<file path="src/rtl/irq_steer_pkg.sv">
package irq_steer_pkg;
  localparam int DATA_W = 32;
  localparam logic [DATA_W-1:0] SRC_POS = 32'hFFFE_7F00;

  typedef enum logic [2:0] {
    SEL_IRQ, SEL_EN, SEL_ROUTE, SEL_FIQ, SEL_ANY, SEL_NONE
  } readSel_e;

  typedef struct packed {
    logic     wrEnable;
    logic     wrRoute;
    readSel_e rdSel;
  } ctrlStrobe_t;
endpackage

</file>
<file path="src/rtl/irq_steer_decode.sv">
module irq_steer_decode
  import irq_steer_pkg::*;
#(
  parameter int ADDR_W = 5
) (
  input  logic              clk,
  input  logic              rstN,
  input  logic [ADDR_W-1:0] busAddr,
  input  logic              busWrite,
  output ctrlStrobe_t       strobe
);
  localparam int WORD_W = ADDR_W - 2;

  logic [WORD_W-1:0] wordIdx;
  logic              aligned;

  assign wordIdx = busAddr[ADDR_W-1:2];
  assign aligned = (busAddr[1:0] == 2'b00);

  always_comb begin
    strobe.wrEnable = 1'b0;
    strobe.wrRoute  = 1'b0;
    strobe.rdSel    = SEL_NONE;
    if (aligned) begin
      case (wordIdx)
        WORD_W'(0): strobe.rdSel = SEL_IRQ;
        WORD_W'(1): begin
          strobe.rdSel    = SEL_EN;
          strobe.wrEnable = busWrite;
        end
        WORD_W'(2): begin
          strobe.rdSel   = SEL_ROUTE;
          strobe.wrRoute = busWrite;
        end
        WORD_W'(3): strobe.rdSel = SEL_FIQ;
        WORD_W'(4): strobe.rdSel = SEL_ANY;
        default:    strobe.rdSel = SEL_NONE;
      endcase
    end
  end

  // at most one register is written per access, and only on a bus write
  p_one_write_r5: assert property (@(posedge clk) disable iff (!rstN)
    $onehot0({strobe.wrEnable, strobe.wrRoute}));
  p_write_gated_r8: assert property (@(posedge clk) disable iff (!rstN)
    !busWrite |-> !(strobe.wrEnable || strobe.wrRoute));
endmodule

</file>
<file path="src/rtl/irq_steer_datapath.sv">
module irq_steer_datapath
  import irq_steer_pkg::*;
#(
  parameter int              NUM_BITS = DATA_W,
  parameter logic [NUM_BITS-1:0] SRC_MAP = SRC_POS
) (
  input  logic                clk,
  input  logic                rstN,
  input  ctrlStrobe_t         strobe,
  input  logic [NUM_BITS-1:0] busWdata,
  input  logic [NUM_BITS-1:0] srcReq,
  output logic [NUM_BITS-1:0] busRdata,
  output logic                irqOut,
  output logic                fiqOut
);
  logic [NUM_BITS-1:0] enableReg, routeReg;
  logic [NUM_BITS-1:0] irqPend, fiqPend, anyPend;

  always_ff @(posedge clk or negedge rstN) begin
    if (!rstN) begin
      enableReg <= '0;
      routeReg  <= '0;
    end else begin
      if (strobe.wrEnable) enableReg <= busWdata & SRC_MAP;
      if (strobe.wrRoute)  routeReg  <= busWdata & SRC_MAP;
    end
  end

  // Per-position steering: only source positions get logic
  for (genvar b = 0; b < NUM_BITS; b++) begin : g_bit
    if (SRC_MAP[b]) begin : g_src
      logic live;
      assign live       = srcReq[b] & enableReg[b];
      assign irqPend[b] = live & ~routeReg[b];
      assign fiqPend[b] = live &  routeReg[b];
    end else begin : g_rsv
      assign irqPend[b] = 1'b0;
      assign fiqPend[b] = 1'b0;
    end
  end

  assign anyPend = irqPend | fiqPend;

  always_comb begin
    unique case (strobe.rdSel)
      SEL_IRQ:   busRdata = irqPend;
      SEL_EN:    busRdata = enableReg;
      SEL_ROUTE: busRdata = routeReg;
      SEL_FIQ:   busRdata = fiqPend;
      SEL_ANY:   busRdata = anyPend;
      default:   busRdata = '0;
    endcase
  end

  always_ff @(posedge clk or negedge rstN) begin
    if (!rstN) begin
      irqOut <= 1'b0;
      fiqOut <= 1'b0;
    end else begin
      irqOut <= |irqPend;
      fiqOut <= |fiqPend;
    end
  end

  p_rsv_zero_r1: assert property (@(posedge clk) disable iff (!rstN)
    ((enableReg | routeReg) & ~SRC_MAP) == '0);
  p_disjoint_r4: assert property (@(posedge clk) disable iff (!rstN)
    (irqPend & fiqPend) == '0);
  p_irq_lag_r7: assert property (@(posedge clk) disable iff (!rstN)
    irqOut == $past(|irqPend));
  p_fiq_lag_r7: assert property (@(posedge clk) disable iff (!rstN)
    fiqOut == $past(|fiqPend));
  p_hold_en_r5: assert property (@(posedge clk) disable iff (!rstN)
    !strobe.wrEnable |=> $stable(enableReg));
  p_hold_route_r5: assert property (@(posedge clk) disable iff (!rstN)
    !strobe.wrRoute |=> $stable(routeReg));
endmodule

</file>
<file path="src/rtl/irq_steer_ctrl.sv">
module irq_steer_ctrl
  import irq_steer_pkg::*;
#(
  parameter int ADDR_W = 5
) (
  input  logic              clk,
  input  logic              rstN,
  input  logic [ADDR_W-1:0] busAddr,
  input  logic              busWrite,
  input  logic [31:0]       busWdata,
  output logic [31:0]       busRdata,
  input  logic [31:0]       srcReq,
  output logic              irqOut,
  output logic              fiqOut
);
  ctrlStrobe_t strobe;

  irq_steer_decode #(.ADDR_W(ADDR_W)) u_decode (
    .clk      (clk),
    .rstN     (rstN),
    .busAddr  (busAddr),
    .busWrite (busWrite),
    .strobe   (strobe)
  );

  irq_steer_datapath #(.NUM_BITS(DATA_W), .SRC_MAP(SRC_POS)) u_path (
    .clk      (clk),
    .rstN     (rstN),
    .strobe   (strobe),
    .busWdata (busWdata),
    .srcReq   (srcReq),
    .busRdata (busRdata),
    .irqOut   (irqOut),
    .fiqOut   (fiqOut)
  );
endmodule

</file>
<file path="config.mk">
export PLATFORM = sky130hd
export DESIGN_NAME = irq_steer_ctrl
export DESIGN_NICKNAME = d
export VERILOG_FILES = /design/src/rtl/irq_steer_pkg.sv /design/src/rtl/irq_steer_decode.sv /design/src/rtl/irq_steer_datapath.sv /design/src/rtl/irq_steer_ctrl.sv
export SDC_FILE = /design/constraint.sdc
export NUM_CORES = 1
export LEC_CHECK = 0
export CORE_MARGIN = 2
export CORE_UTILIZATION = 46
export DETAILED_ROUTE_END_ITERATION = 10
export PLACE_DENSITY_LB_ADDON = 0.12
export SETUP_SLACK_MARGIN = 0.4
export SYNTH_ARGS = -nofsm -noshare
export SYNTH_HDL_FRONTEND = slang
export SYNTH_SLANG_ARGS = --single-unit
</file>
<file path="constraint.sdc">
create_clock -name clk -period 2.35 [get_ports clk]
set_clock_uncertainty 0.05 [all_clocks]
set_input_delay 0.47 -clock clk [delete_from_list [all_inputs] [get_ports clk]]
set_output_delay 0.47 -clock clk [all_outputs]
set_load 0.005 [all_outputs]
</file>
==> flow_metrics.py <==
metrics = {
    "clock_network": {
        "clock-root-buffer": "clkbuf_8",
        "clk_pin_slew_ns": 0.08,
        "worstSkewPairLatency_ns": 0.30,
        "htree_num_levels": 2,
        "cts_sinks": 46,
        "cts_inserted_buffers": 5,
        "cts_buffer_depth": 2,
        "cts_tree": "yes",
    },
    "die": {
        "rows": 29,
        "io_pins": 106,
        "die_w_um": 85.1,
        "die_h_um": 85.1,
        "fp.coreArea_um2": 6350,
        "start_util_pct": 47.7,
        "fp.dieArea_um2": 7240,
    },
    "cells_and_area": {
        "diodes": 0,
        "fin_area_um2": 4470,
        "fin_cells": 526,
        "fin_util_pct": 70.3,
        "drive_above_1_share_pct": 26.1,
        "syn_to_final_growth_pct": 47.5,
        "final_cell_mix": "46 x clkdlybuf4s50_1, 46 x dfrtp_1, 44 x mux2_1",
        "layout.nets": 520,
    },
    "timing": {
        "fin_crit_sh_pct": 104,
        "finalHoldViolations": 0,
        "tightest_slew_ns": 0.515,
        "tns_ns": -0.742,
        "rsz0062_at_grt": "true",
        "relSlewSlack_pct": 65.7,
        "finalWorstSetupSlack_ns": -0.0934,
        "fin_hold_ws_ns": 0.0853,
        "fmax_ghz": 0.409,
        "finalMaxSlewViolations": 0,
        "min_period_ns": 2.44,
        "setup_viol_count_final": 15,
    },
    "worst_setup_path": {
        "crit_path_cell_trace": "buf_6 -> or4_4 -> buf_4 -> a211oi_2 -> a221o_1 -> dlygate4sd2_1",
        "critPathBufInv": 3,
        "cp_max_fo": 6,
        "slowest_stage": "or4_4",
        "slowest_delay_ns": 0.63,
        "reg2regPathDepth": 4,
        "crit_cells": 6,
        "arrival_ns": 1.92,
        "crit_required_ns": 1.83,
        "critPathKind": "input pin to output port",
        "start_kind": "input pin",
        "crit_path_end_kind": "output port",
        "crit_family": "simple AND/OR/NAND/NOR gates",
    },
    "global_routing": {
        "grt_pass1_vias": 3063,
        "grt-ovfl-total": 0,
        "grt_pass1_wl_mm": 15.7,
        "grt_util_all_layers_pct": 27.8,
        "antenna_found_initial": 0,
        "grt_max_degree": 27,
    },
    "drt": {
        "dr_total_vias": 3159,
        "drcViolationCount": 0,
        "dr.pass1.iters": 5,
        "dr.first_iter.drc_count": 336,
        "wl_mm": 9.95,
        "avgRoutedWirePerCell_um": 18.9,
        "dr_wl_met2_mm": 4.62,
        "highest_layer": "met4",
        "final_antenna_net_count": 0,
        "vias_per_cell": 6.01,
        "wl_met3_um": 977,
        "met1_length_mm": 4.12,
    },
    "placement": {
        "hpwlAfterDp_mm": 6.74,
        "port-buffer-count": 75,
        "gp_congestion": 0.858,
        "place_inst": 494,
        "place_area_um2": 4080,
        "place_ws_ns": -0.772,
    },
    "synthesis": {
        "synth.top_cell.area_share_pct": 38.0,
        "synth-seq-area-share_pct": 38.0,
        "synth_area_leaders": "dfrtp_1 38%, mux2_1 16%, nand3_1 6.9%",
        "ys_types": 37,
        "syn_area_per_cell_um2": 9.58,
        "synth-async-reset-ratio_pct": 100,
        "syn-cell-area_um2": 3030,
        "ys_warn_count": 0,
        "synth_edf_count": 0,
        "synthFlopType": "dfrtp_1",
        "ys_seq_elements": 46,
        "yosysTopAreaCell": "dfrtp_1",
        "synth_cells": 316,
    },
    "min_path": {
        "hp-class": "input pin to asynchronous set/reset pin",
    },
    "outcome": {
        "outcome": "complete, but fails checks",
        "violations": "setup timing",
    },
    "power_and_ir_drop": {
        "vdd_drop_max_v": 0.000357,
        "power_density_nw_per_um2": 539,
        "p_leak_nw": 2.08,
        "power.total_mw": 2.41,
    },
    "run": {
        "maxCapViolCount": 0,
    },
}
[registers in the layout, indices dropped and copies added, names as in the netlist]
register	cells
u_path.irqOut	1
u_path.enableReg	22
u_path.fiqOut	1
u_path.routeReg	22
[kinds of logic after synthesis]
logic type | count (synthesis) | synth area share [%]
and+or+nand+nor | 103 | 17.7
AOI/OAI and AO/OA | 82 | 19.9
DFF | 46 | 38.0
muxes | 44 | 16.4
buffers and inverters | 40 | 7.85
other | 1 | 0.124
[worst register-to-register path, delay by kind of cell, from the launching register on]
kind / cells / cell delay (ns)
AOI/OAI and AO/OA: 2 / 0.30
DFF: 1 / 0.45
and+or+nand+nor: 2 / 0.46
[per-layer routing]
metal  vias to the layer above  track usage [%]
met2                       175             44.4
li1                       1446                -
met3                        21             5.25
met4                         0             9.09
met5                         -                0
met1                      1517             38.3
[power breakdown]
group / total [mW] / switching (mW) / internal (mW)
Clock: 0.588 / 0.269 / 0.319
Combinational: 0.654 / 0.284 / 0.371
Sequential: 1.17 / 0.213 / 0.953
Total: 2.41 / 0.766 / 1.64
[path summary, 6_finish.rpt]
| path | slack, ns | start | endpoint |
|---|---|---|---|
| max in group asynchronous | 1.65 | rstN | u_path.enableReg[13] |
| min in group clk | 0.51 | u_path.enableReg[22] | u_path.enableReg[22] |
| min reg2reg | 0.51 | u_path.enableReg[22] | u_path.enableReg[22] |
| min | 0.09 | rstN | u_path.routeReg[22] |
| max reg2reg | 0.97 | u_path.routeReg[23] | u_path.fiqOut |
| max | -0.09 | busAddr[0] | busRdata[23] |
[Yosys cell counts, types with 3 or more instances]
| master | count |
|---|---|
| buf_2 | 4 |
| a32o_1 | 12 |
| a211oi_1 | 3 |
| nor3_1 | 3 |
| o22ai_1 | 8 |
| inv_1 | 12 |
| buf_4 | 11 |
| nand3_1 | 42 |
| a21oi_1 | 14 |
| nand2_1 | 43 |
| buf_6 | 4 |
| dfrtp_1 | 46 |
| o21ai_0 | 13 |
| nand3b_1 | 4 |
| a221o_1 | 3 |
| a31o_1 | 12 |
| mux2_1 | 44 |
| o2111ai_1 | 5 |
| a211o_1 | 6 |
| clkbuf_1 | 6 |
| a21boi_0 | 3 |
[area by class of cell]
type	count	area, µm²
clock buffer	7	76.3
fill	477	1880
tap	77	96.3
inverter	13	51.3
multi-input combinational	240	1740
timing repair buffer	142	1320
clock inverter	1	30.0
sequential	46	1150
[timing repair]
action,4_1_cts,5_1_grt
resized for setup,139,4
hold buffers,0,0
setup endpoints to repair,66,22
pin swaps,22,15
setup buffers,19,2
cloned,2,1
Note: power is estimated with default switching activity, not from simulation.
